`src/rtl/iso_cyc_pkg.sv`:
```
package iso_cyc_pkg;
  localparam int unsigned DEF_OFS_W      = 12;
  localparam int unsigned DEF_SEC_W      = 7;
  localparam int unsigned DEF_OVERRUN_US = 125;
  localparam int unsigned DEF_LOST_ROLLS = 2;

  typedef struct packed {
    logic start;
    logic done;
    logic lost;
    logic timeout;
    logic second;
  } cyc_evt_t;
endpackage

```
`src/rtl/iso_cyc_phase.sv`:
```
module iso_cyc_phase (
  input  logic clk,
  input  logic rst_n,
  input  logic cs_sent_i,
  input  logic cs_rcvd_i,
  input  logic fair_gap_i,
  input  logic zero_hit_i,
  output logic start_o,
  output logic done_o,
  output logic pending_o,
  output logic active_o
);
  logic cs_any;
  logic start_d, done_d, pending_d, active_d;
  logic active_q;

  assign cs_any = cs_sent_i | cs_rcvd_i;

  always_comb begin
    start_d   = cs_any;
    done_d    = fair_gap_i & active_q & ~cs_any;
    active_d  = active_q;
    if (cs_any)          active_d = 1'b1;
    else if (fair_gap_i) active_d = 1'b0;
    pending_d = pending_o;
    if (zero_hit_i)  pending_d = 1'b1;
    else if (done_d) pending_d = 1'b0;
  end

  always_ff @(posedge clk or negedge rst_n) begin
    if (!rst_n) begin
      start_o   <= 1'b0;
      done_o    <= 1'b0;
      pending_o <= 1'b0;
      active_q  <= 1'b0;
    end else begin
      start_o   <= start_d;
      done_o    <= done_d;
      pending_o <= pending_d;
      active_q  <= active_d;
    end
  end

  assign active_o = active_q;

  assert_start_follows_cs_R2: assert property (@(posedge clk) disable iff (!rst_n)
    start_o |-> $past(cs_sent_i | cs_rcvd_i));

  assert_done_not_with_start_R3: assert property (@(posedge clk) disable iff (!rst_n)
    done_o |-> !start_o);

  assert_done_clears_pending_R4: assert property (@(posedge clk) disable iff (!rst_n)
    (done_o && !$past(zero_hit_i)) |-> !pending_o);
endmodule

```
`src/rtl/iso_cyc_lost.sv`:
```
module iso_cyc_lost #(
  parameter int unsigned ROLLS = 2
) (
  input  logic clk,
  input  logic rst_n,
  input  logic zero_hit_i,
  input  logic cs_rcvd_i,
  input  logic master_en_i,
  output logic lost_o
);
  localparam int unsigned CW = (ROLLS > 1) ? $clog2(ROLLS) : 1;
  localparam logic [CW-1:0] LAST = CW'(ROLLS - 1);

  logic [CW-1:0] cnt_q, cnt_d;
  logic          lost_d;

  always_comb begin
    cnt_d  = cnt_q;
    lost_d = 1'b0;
    if (master_en_i || cs_rcvd_i) begin
      cnt_d = '0;
    end else if (zero_hit_i) begin
      if (cnt_q == LAST) begin
        lost_d = 1'b1;
        cnt_d  = '0;
      end else begin
        cnt_d = cnt_q + 1'b1;
      end
    end
  end

  always_ff @(posedge clk or negedge rst_n) begin
    if (!rst_n) begin
      cnt_q  <= '0;
      lost_o <= 1'b0;
    end else begin
      cnt_q  <= cnt_d;
      lost_o <= lost_d;
    end
  end

  assert_lost_not_master_R5: assert property (@(posedge clk) disable iff (!rst_n)
    lost_o |-> !$past(master_en_i));

  assert_lost_needs_zero_R5: assert property (@(posedge clk) disable iff (!rst_n)
    lost_o |-> $past(zero_hit_i) && !$past(cs_rcvd_i));
endmodule

```
`src/rtl/iso_cyc_overrun.sv`:
```
module iso_cyc_overrun #(
  parameter int unsigned LIMIT = 125
) (
  input  logic clk,
  input  logic rst_n,
  input  logic cs_i,
  input  logic active_i,
  input  logic fair_gap_i,
  input  logic us_tick_i,
  input  logic master_en_i,
  output logic timeout_o,
  output logic master_off_o
);
  localparam int unsigned CW = $clog2(LIMIT + 1);
  localparam logic [CW-1:0] LIM = CW'(LIMIT);

  logic [CW-1:0] cnt_q, cnt_d;
  logic          fired_q, fired_d;
  logic          me_q;
  logic          timeout_d, master_off_d, me_rise;

  always_comb begin
    cnt_d     = cnt_q;
    fired_d   = fired_q;
    timeout_d = 1'b0;
    if (cs_i) begin
      cnt_d   = '0;
      fired_d = 1'b0;
    end else if (active_i && us_tick_i && !fair_gap_i && !fired_q) begin
      if (cnt_q == LIM) begin
        timeout_d = 1'b1;
        fired_d   = 1'b1;
      end else begin
        cnt_d = cnt_q + 1'b1;
      end
    end
    me_rise      = master_en_i & ~me_q;
    master_off_d = master_off_o;
    if (timeout_d)    master_off_d = 1'b1;
    else if (me_rise) master_off_d = 1'b0;
  end

  always_ff @(posedge clk or negedge rst_n) begin
    if (!rst_n) begin
      cnt_q        <= '0;
      fired_q      <= 1'b0;
      me_q         <= 1'b0;
      timeout_o    <= 1'b0;
      master_off_o <= 1'b0;
    end else begin
      cnt_q        <= cnt_d;
      fired_q      <= fired_d;
      me_q         <= master_en_i;
      timeout_o    <= timeout_d;
      master_off_o <= master_off_d;
    end
  end

  assert_timeout_once_R6: assert property (@(posedge clk) disable iff (!rst_n)
    timeout_o |=> !timeout_o);

  assert_timeout_sets_off_R7: assert property (@(posedge clk) disable iff (!rst_n)
    timeout_o |-> master_off_o);

  assert_off_clears_on_enable_R7: assert property (@(posedge clk) disable iff (!rst_n)
    $fell(master_off_o) |-> $past(master_en_i));
endmodule

```
`src/rtl/iso_cyc_second.sv`:
```
module iso_cyc_second #(
  parameter int unsigned SEC_W = 7
) (
  input  logic             clk,
  input  logic             rst_n,
  input  logic [SEC_W-1:0] second_i,
  output logic             second_o
);
  logic [SEC_W-1:0] prev_q;
  logic             valid_q;
  logic             step_d;

  always_comb begin
    step_d = valid_q && (second_i == SEC_W'(prev_q + 1'b1));
  end

  always_ff @(posedge clk or negedge rst_n) begin
    if (!rst_n) begin
      prev_q   <= '0;
      valid_q  <= 1'b0;
      second_o <= 1'b0;
    end else begin
      prev_q   <= second_i;
      valid_q  <= 1'b1;
      second_o <= step_d;
    end
  end

  assert_second_on_change_R8: assert property (@(posedge clk) disable iff (!rst_n)
    second_o |-> $past(second_i) != $past(second_i, 2));
endmodule

```
`src/rtl/iso_cycle_watch.sv`:
```
module iso_cycle_watch #(
  parameter int unsigned OFS_W      = iso_cyc_pkg::DEF_OFS_W,
  parameter int unsigned SEC_W      = iso_cyc_pkg::DEF_SEC_W,
  parameter int unsigned OVERRUN_US = iso_cyc_pkg::DEF_OVERRUN_US,
  parameter int unsigned LOST_ROLLS = iso_cyc_pkg::DEF_LOST_ROLLS
) (
  input  logic             clk,
  input  logic             rst_n,
  input  logic [OFS_W-1:0] cyc_offset,
  input  logic [SEC_W-1:0] cyc_second,
  input  logic             cs_sent,
  input  logic             cs_rcvd,
  input  logic             fair_gap,
  input  logic             master_en,
  input  logic             us_tick,
  output logic             evt_start,
  output logic             evt_done,
  output logic             evt_lost,
  output logic             evt_timeout,
  output logic             evt_second,
  output logic             cyc_pending,
  output logic             master_off
);
  import iso_cyc_pkg::*;

  localparam int unsigned SYNC_STAGES = 2;

  logic [SYNC_STAGES-1:0] rst_sync_q;
  logic                   rst_int_n;
  logic                   nonzero_q, nonzero_d;
  logic                   zero_hit;
  logic                   active;
  cyc_evt_t               evt;

  always_ff @(posedge clk or negedge rst_n) begin
    if (!rst_n) rst_sync_q <= '0;
    else        rst_sync_q <= {rst_sync_q[SYNC_STAGES-2:0], 1'b1};
  end
  assign rst_int_n = rst_sync_q[SYNC_STAGES-1];

  always_comb begin
    nonzero_d = |cyc_offset;
    zero_hit  = ~nonzero_d & nonzero_q;
  end

  always_ff @(posedge clk or negedge rst_int_n) begin
    if (!rst_int_n) nonzero_q <= 1'b1;
    else            nonzero_q <= nonzero_d;
  end

  iso_cyc_phase u_phase (
    .clk        (clk),
    .rst_n      (rst_int_n),
    .cs_sent_i  (cs_sent),
    .cs_rcvd_i  (cs_rcvd),
    .fair_gap_i (fair_gap),
    .zero_hit_i (zero_hit),
    .start_o    (evt.start),
    .done_o     (evt.done),
    .pending_o  (cyc_pending),
    .active_o   (active)
  );

  iso_cyc_lost #(.ROLLS(LOST_ROLLS)) u_lost (
    .clk         (clk),
    .rst_n       (rst_int_n),
    .zero_hit_i  (zero_hit),
    .cs_rcvd_i   (cs_rcvd),
    .master_en_i (master_en),
    .lost_o      (evt.lost)
  );

  iso_cyc_overrun #(.LIMIT(OVERRUN_US)) u_overrun (
    .clk          (clk),
    .rst_n        (rst_int_n),
    .cs_i         (cs_sent | cs_rcvd),
    .active_i     (active),
    .fair_gap_i   (fair_gap),
    .us_tick_i    (us_tick),
    .master_en_i  (master_en),
    .timeout_o    (evt.timeout),
    .master_off_o (master_off)
  );

  iso_cyc_second #(.SEC_W(SEC_W)) u_second (
    .clk      (clk),
    .rst_n    (rst_int_n),
    .second_i (cyc_second),
    .second_o (evt.second)
  );

  assign evt_start   = evt.start;
  assign evt_done    = evt.done;
  assign evt_lost    = evt.lost;
  assign evt_timeout = evt.timeout;
  assign evt_second  = evt.second;

  assert_pending_set_on_zero_R1: assert property (@(posedge clk) disable iff (!rst_int_n)
    $rose(cyc_pending) |-> $past(cyc_offset) == '0);

  assert_reset_quiet_R9: assert property (@(posedge clk)
    !rst_n |-> !(evt_start | evt_done | evt_lost | evt_timeout | evt_second | cyc_pending | master_off));
endmodule

```
`config.mk`:
```
export PLATFORM = sky130hd
export DESIGN_NAME = iso_cycle_watch
export DESIGN_NICKNAME = d
export VERILOG_FILES = /design/src/rtl/iso_cyc_pkg.sv /design/src/rtl/iso_cyc_phase.sv /design/src/rtl/iso_cyc_lost.sv /design/src/rtl/iso_cyc_overrun.sv /design/src/rtl/iso_cyc_second.sv /design/src/rtl/iso_cycle_watch.sv
export SDC_FILE = /design/constraint.sdc
export NUM_CORES = 1
export LEC_CHECK = 0
export BUFFER_PORTS_ARGS = -buffer_cell sky130_fd_sc_hd__buf_2
export CAP_MARGIN = 10
export CORE_MARGIN = 3
export CORE_UTILIZATION = 51
export DETAILED_ROUTE_END_ITERATION = 6
export GPL_TIMING_DRIVEN = 0
export PLACE_DENSITY = 0.74
export SYNTH_ARGS = -nofsm -noshare
export SYNTH_HDL_FRONTEND = slang
export SYNTH_HIERARCHICAL = 1
export SYNTH_SLANG_ARGS = --single-unit
```
`constraint.sdc`:
```
create_clock -name clk -period 2.2 [get_ports clk]
set_clock_uncertainty 0.05 [all_clocks]
set_input_delay 0.33 -clock clk [delete_from_list [all_inputs] [get_ports clk]]
set_output_delay 0.33 -clock clk [all_outputs]
set_load 0.01 [all_outputs]
```
Yosys cells after proc, flatten, opt, wreduce, memory -nomap -nowiden

Cells that the tools add are included.

Flip-flop bits (word level): 29
Bits of input ports: 26

Add/sub/neg operators: 3
Eq/ne operators: 3
Muxes and demuxes: 21
Bitwise logic cells: 8
Reductions and logical operators: 16

Operator list:

| kind                | count |
|---|---|
| $mux 7              | 3 |
| $mux 1              | 18 |
| $add 7x1->7 const B | 2 |
| $reduce_bool 2->1   | 6 |
| $reduce_or 12->1    | 1 |
| $eq 7x7->1          | 1 |
| $eq 7x7->1 const B  | 1 |
| $and 1x1->1         | 4 |
| $logic_and 1x1->1   | 4 |
| $reduce_and 2->1    | 2 |
| $not 1->1           | 3 |
| $logic_not 1->1     | 2 |
| $ne 2x2->1 const B  | 1 |
| $add 1x1->1 const B | 1 |
| $logic_or 1x1->1    | 1 |
| $or 1x1->1          | 1 |

Logic depth before layout (Yosys ltp)

Gate-level depths: netlist of the first run.

Word-level depth: 6
Gate-level depth with buffers: 6

Modules after synthesis

Netlist of the first run, hierarchy kept.

Modules (own cells, without submodules):

| module          | times used | cells an instance | area an instance (µm²) |
|---|---|---|---|
| iso_cyc_overrun | 1          | 49                | 581.8 |
| iso_cyc_second  | 1          | 32                | 406.6 |
| iso_cyc_phase   | 1          | 11                | 138.9 |
| iso_cycle_watch | 1          | 10                | 118.9 |
| iso_cyc_lost    | 1          | 6                 | 77.6 |

Worst setup path before layout of the first run

OpenSTA, ideal clock, no wires.

Kind: reg-to-reg
Start: reg u_overrun.cnt_q[1]
End: reg u_overrun.cnt_q[1]
Arrival: 1.330 ns
Data required time: 2.080 ns
Path slack: 0.751 ns
Stages on the path, launching flop included: 7
Path buffers: 0
Cell sequence: dfrtp_1 > inv_1 > ha_1 > nand4_4 > o21ai_2 > mux2_4 > nor2_2

Cells in the longest elaborated chain, start to end: 4
Elaborated cells on any way between the ends: 7
Those cells by class: 1 x add/sub; 2 x eq/ne; 3 x mux; 1 x reduce/logical

Ends and longest elaborated chain:

| element                  | RTL line              | source |
|---|---|---|
| start: declaration       | iso_cyc_overrun.sv:17 | `logic [CW-1:0] cnt_q, cnt_d;` |
| start signal: assignment | iso_cyc_overrun.sv:51 | `cnt_q <= cnt_d;` |
| $add 7x1->7              | iso_cyc_overrun.sv:34 | `cnt_d = cnt_q + 1'b1;` |
| $mux 7                   | iso_cyc_overrun.sv:30 | `if (cnt_q == LIM) begin` |
| $mux 7                   | iso_cyc_overrun.sv:29 | `end else if (active_i && us_tick_i && !fair_gap_i && !fired_q) begin` |
| $mux 7                   | iso_cyc_overrun.sv:26 | `if (cs_i) begin` |

Parallel ways exist; a longest one is shown, timed or not. The select of a mux whose other input is x is not followed.
A chain may end at the register's enable or synchronous reset.

Worst setup path after layout of the first run

Start: reg u_second.prev_q[0]
End: reg u_second.second_o

Cells in the longest elaborated chain, start to end: 3

Ends and longest elaborated chain:

| element                  | RTL line             | source |
|---|---|---|
| start: declaration       | iso_cyc_second.sv:9  | `logic [SEC_W-1:0] prev_q;` |
| start signal: assignment | iso_cyc_second.sv:23 | `prev_q <= second_i;` |
| $add 7x1->7              | iso_cyc_second.sv:14 | `step_d = valid_q && (second_i == SEC_W'(prev_q + 1'b1));` |
| $eq 7x7->1               | iso_cyc_second.sv:14 |  |
| $logic_and 1x1->1        | iso_cyc_second.sv:14 |  |
| net u_second.step_d      | iso_cyc_second.sv:11 | `logic step_d;` |
| end signal: assignment   | iso_cyc_second.sv:25 | `second_o <= step_d;` |
| end: declaration         | iso_cyc_second.sv:7  | `output logic second_o` |

The timed path passes the listed nets, and every way through them passes these cells.

==> impl_metrics.yaml, run 1 <==
run_status:
  status: "finished clean"
pwr:
  power.density_nw_per_um2: 632
  clockPowerShare_pct: 36.0
  swShare_pct: 23.3
  p_comb_share_pct: 8.2
  p_sw_uw: 235
  leakage_uw: 0.000802
  internal_power_uw: 776
  vdd_ir_drop_max_mv: 0.599
  seqPwrFrac_pct: 55.8
critical_path:
  crit_arrival_ps: 1710
  reg2regPathDepth: 5
  critPathMaxFanout: 3
  path_class: "reg2reg"
  setup.worst_path.end_class: "register"
  cp.required_ps: 2360
  worst_setup_path_start_kind: "register"
drt:
  antenna_left: 0
  drtIter0Drc: 13
  drc: 0
  viasPerCell: 5.28
  dr.pass1.iters: 4
  vias: 935
  wl_per_cell_um: 13.2
  drt_wl_total_um: 2330
clock_tree:
  clkTransAtPathRegs_ps: 90
  insertion_delay_ps: 320
  htree_levels: 2
  cts_tree: "built"
  cts_hold_buf: 1
  numCtsBuffers: 5
  clock-sinks: 29
  clock_path_buffers: 2
  cts-root-buf: "clkbuf_4"
  cts_setup_buffers: 0
  post_cts_resized: 0
synth:
  synth-xor-area-share_pct: 10.5
  synth_area_um2: 1320
  ys_warn_count: 6
  async_flop_share_pct: 100
  synth_top_area_share_pct: 52.9
  synthMostInstantiatedCell: "dfrtp_1"
  yosys.area.top_type: "dfrtp_1"
  ys_top_cells_by_area: "dfrtp_1 (53%), xnor2_1 (5.3%), xor2_1 (4.0%), ha_1 (2.8%), nor2_1 (2.8%)"
  synthSimpleGateAreaFrac_pct: 19.5
  synthFlopType: "dfrtp_1"
  synth_cell_types: 39
  muxShareOfSynthArea_pct: 1.89
  synth_compound_area_share_pct: 8.41
  synthCells: 108
  synth_edf_count: 0
  syn_avg_cell_area_um2: 12.3
  synth_top_family_by_area: "simple AND/OR/NAND/NOR gates"
  syn_nets: 137
  ys_ff_latch: 29
  yosysSeqAreaShare_pct: 54.9
  yosys.area_share.adder_pct: 2.84
  synth_common_cells: "dfrtp_1 (28), nor2_1 (10), xnor2_1 (8), xor2_1 (6)"
timing:
  finalSetupTns_ps: 0
  timing.final.crit_share_pct: 70.4
  slew_headroom_pct: 28.7
  hold_viol_final: 0
  min_period_ps: 1550
  setup-violations-final: 0
  drv_slew: 0
  hold_slack_ps: 84.0
  timing.fmax_mhz: 646
  rsz0062_at_grt: "no"
  worst_pin_slew_ps: 1070
place:
  routabilityCongestion: 0.787
  portBuffers: 32
  hpwl_um: 1800
global_route:
  grt-ovfl-total: 0
  track_usage_pct: 17.0
  grt_max_degree: 28
  grt_pass1_vias: 1007
  grt_pass1_wl_um: 4170
  antenna_found_initial: 0
min_path:
  min_path_cells: 1
  hold_path_class: "in2reg"
floorplan:
  num_io_pins: 33
  die_area_um2: 3240
  row_count: 17
  die_y_um: 56.9
  core-area_um2: 2340
  initial_core_util_pct: 56.6
  die_width_um: 56.9
flow_run:
  maxCapViolCount: 0
finish:
  final_nets: 177
  synthToLayoutAreaGrowth_pct: 20.8
  n_fill_cell: 188
  biggestRegsByFlops: "u_overrun/cnt_q (7), u_second/prev_q (7), rst_sync_q (2)"
  n_antenna_cell: 0
  drive_gt1_share_pct: 35.6
==> area by class of cell <==
cell class                      instances  area [µm²]  area share, %
Clock buffer                            7        65.1           4.07
Inverter                                4        15.0          0.939
Sequential cell                        29         727           45.5
Clock inverter                          1        5.00          0.313
Multi-Input combinational cell         74         578           36.2
Tap cell                               28        35.0           2.19
Buffer                                  1        3.75          0.235
Timing Repair Buffer                   33         170           10.6
==> power by group through the flow <==
stage	combinational (µW)	sequential, µW	clock, µW
global route	92.8	568	409
floorplan	45.8	572	0
global placement	80.1	574	0
CTS	84.7	565	379
detailed placement	83.0	576	0
finish	83.3	564	363
==> cells by family after synthesis <==
family                     after synthesis
xor gates and xnor gates                15
buffers and inverters                    5
AOI/OAI and AO/OA                       12
adders and majority gates                3
muxes                                    2
and+or+nand+nor                         40
DFF                                     29
other                                    2
==> routing by layer <==
metal / global-route usage, % / up-vias / share of wire, %
met5: 0 / - / 0
met4: 7.95 / 0 / 1.8
met3: 8.37 / 4 / 9.0
met2: 29.2 / 26 / 50
met1: 17.3 / 450 / 40
li1: - / 455 / -
==> final timing paths <==
check | start | slack [ps] | end
worst max-delay path | u_second/prev_q[0] | 650 | u_second/second_o
worst min-delay path | cyc_second[1] | 80 | u_second/prev_q[1]
worst max register to register | u_second/prev_q[0] | 650 | u_second/second_o
worst min register to register | rst_sync_q[0] | 310 | rst_sync_q[1]
max in group asynchronous | rst_sync_q[1] | 1060 | u_phase/pending_o
min in group asynchronous | rst_n | 260 | rst_sync_q[0]
==> placed cells by master, fill, tap and decap left out, types with 2 or more instances in the layout <==
cell	instances
xnor2_1	8
inv_1	4
conb_1	2
nand4bb_1	2
clkbuf_8	2
nor3_1	3
nor4_1	4
dfrtp_1	28
a21o_1	2
buf_2	32
ha_1	3
o211ai_1	2
xor2_1	6
nor2_1	10
clkbuf_4	5
and3_1	2
nand2_1	4
nand2b_1	2
nand3_1	3
==> stage by stage <==
stage          setup slack [ps]  total power, µW  cell area (µm²)  std cells  util (%)
4_1_cts                     635             1030             1600        177      68.3
3_3_place_gp                552              654             1520        168      64.9
2_1_floorplan               751              618             1320        108         -
5_1_grt                     520             1070             1600        177      68.3
6_report                    651             1010             1600        177      68.3
3_5_place_dp                526              659             1520        168      64.9
==> worst max-delay path, stage by stage (launching register included) <==
cell and delay (ps):
dfrtp_1 430, ha_1 240, nand2_1 100, xor2_1 150, nand3_1 120, a2111oi_2 360
Note: power is estimated with default switching activity, not from simulation.
==> run 2, diff against run 1 <==
==> constraint.sdc (replaced) <==
create_clock -name clk -period 1.6 [get_ports clk]
set_clock_uncertainty 0.05 [all_clocks]
set_input_delay 0.24 -clock clk [delete_from_list [all_inputs] [get_ports clk]]
set_output_delay 0.24 -clock clk [all_outputs]
set_load 0.01 [all_outputs]
==> impl_metrics.yaml, run 2 (synthesized netlist as in run 1, its figures left out) <==
run_status:
  status: "finished clean"
clock_tree:
  insertion_delay_ps: 330
  clock-sinks: 29
  clock_path_buffers: 2
  cts-root-buf: "clkbuf_4"
  cts_tree: "built"
  numCtsBuffers: 5
  htree_levels: 2
  clkTransAtPathRegs_ps: 90
finish:
  final_nets: 188
  mostFrequentLayoutCells: "buf_2 (31), dfrtp_1 (28), nor2_1 (10), dlygate4sd3_1 (9), xnor2_1 (8)"
  n_fill_cell: 166
  n_antenna_cell: 0
  synthToLayoutAreaGrowth_pct: 32.0
  design_area_um2: 1750
  drive_gt1_share_pct: 37.5
  final_common_cell: "buf_2"
  regArea_um2: 727
  multi_input_area_um2: 622
  biggestRegsByFlops: "u_overrun/cnt_q (7), u_second/prev_q (7), rst_sync_q (2)"
drt:
  drc: 0
  vias: 980
  wl_per_cell_um: 13.9
  drt_wl_total_um: 2620
  dr.pass1.iters: 4
  drtIter0Drc: 23
  viasPerCell: 5.21
  antenna_left: 0
floorplan:
  core-area_um2: 2340
  die_area_um2: 3240
  die_width_um: 56.9
  num_io_pins: 33
  initial_core_util_pct: 56.6
  row_count: 17
  die_y_um: 56.9
min_path:
  holdPathEnd: "u_lost/cnt_q"
  min_path_cells: 2
  hold_path_class: "in2reg"
  hp-start: "cs_rcvd"
global_route:
  grt-ovfl-total: 0
  grt_max_degree: 28
  grt_pass1_vias: 1033
  grt_pass1_wl_um: 4280
  track_usage_pct: 17.4
  antenna_found_initial: 0
critical_path:
  r2r_end: "u_second/second_o"
  cp.required_ps: 1780
  ff2ff_setup_slack_ps: 40
  rr_startpoint: "u_second/prev_q[2]"
  worst_setup_path_start_kind: "input pin"
  crit_arrival_ps: 1740
  critPathMaxFanout: 2
  reg2regPathDepth: 4
  setup.worst_path.end_class: "register"
  path_class: "in2reg"
place:
  hpwl_um: 1800
  routabilityCongestion: 0.787
  dpl_worst_slack_ps: 15.9
  portBuffers: 32
  place_area_um2: 1520
timing:
  setup-violations-final: 0
  worst_slack_ps: 36.4
  timing.fmax_mhz: 640
  slew_headroom_pct: 30.6
  min_period_ps: 1560
  hold_viol_final: 0
  worst_pin_slew_ps: 1040
  drv_slew: 0
  timing.final.crit_share_pct: 97.7
pwr:
  power.density_nw_per_um2: 821
  leakage_uw: 0.000855
  vdd_ir_drop_max_mv: 0.808
flow_run:
  maxCapViolCount: 0
run 2: layout make-up:
| class | count | share of cell area (%) |
|---|---|---|
| clock inverters | 1 | 0.286 |
| clock buffers | 7 | 3.72 |
| repair buffers | 44 | 15.7 |
| multi-input cells | 74 | 35.6 |
| well taps | 28 | 2.00 |
| plain buffers | 1 | 0.215 |
| inverters | 4 | 0.859 |
| flip-flops and latches | 29 | 41.6 |
run 2: power breakdown:
part	switching, µW	internal (µW)	total, µW
sequential	25.2	751	776
clock	256	254	510
combinational	65.5	82.6	148
total	346	1090	1430
run 2: routing by layer:
layer / up-vias / GRT usage [%] / share of wire (%)
met5: - / 0 / 0
met4: 0 / 7.95 / 2.6
met3: 7 / 7.92 / 7.6
met2: 29 / 29.7 / 50
met1: 471 / 18.4 / 39
li1: 473 / - / -
run 2: how the worst max path moves through the flow:
stage / slack (ps) / endpoint / startpoint
floorplan: 150 / u_overrun/cnt_q[1] / u_overrun/cnt_q[1]
global placement: 40 / u_overrun/master_off_o / cs_rcvd
detailed placement: 20 / u_overrun/master_off_o / cs_rcvd
CTS: 40 / u_overrun/cnt_q[1] / u_overrun/cnt_q[1]
global route: -40 / u_second/second_o / u_second/prev_q[0]
finish: 40 / u_second/second_o / cyc_second[4]
run 2: what timing repair did:
item / in CTS / in global routing
setup buffers: 0 / 4
setup endpoints to repair: 0 / 3
gates resized for setup: 0 / 7
endpoints found under the hold margin: 9 / 1
hold buffers: 8 / 1
run 2: critical path, stage by stage:
cell	delay, ps
dlygate4sd3_1	530
buf_2	130
xor2_1	150
or3_4	340
a2111oi_4	350
run 2: through the flow:
step	instances	setup TNS, ps	power, µW	util (%)	hold WS, ps
floorplan	108	0	849	-	-106
global placement	168	0	899	64.9	-24.9
detailed placement	168	0	906	64.9	-23.7
CTS	184	0	1430	71.3	11.1
global route	188	-35.8	1510	74.7	44.4
finish	188	0	1430	74.7	66.3
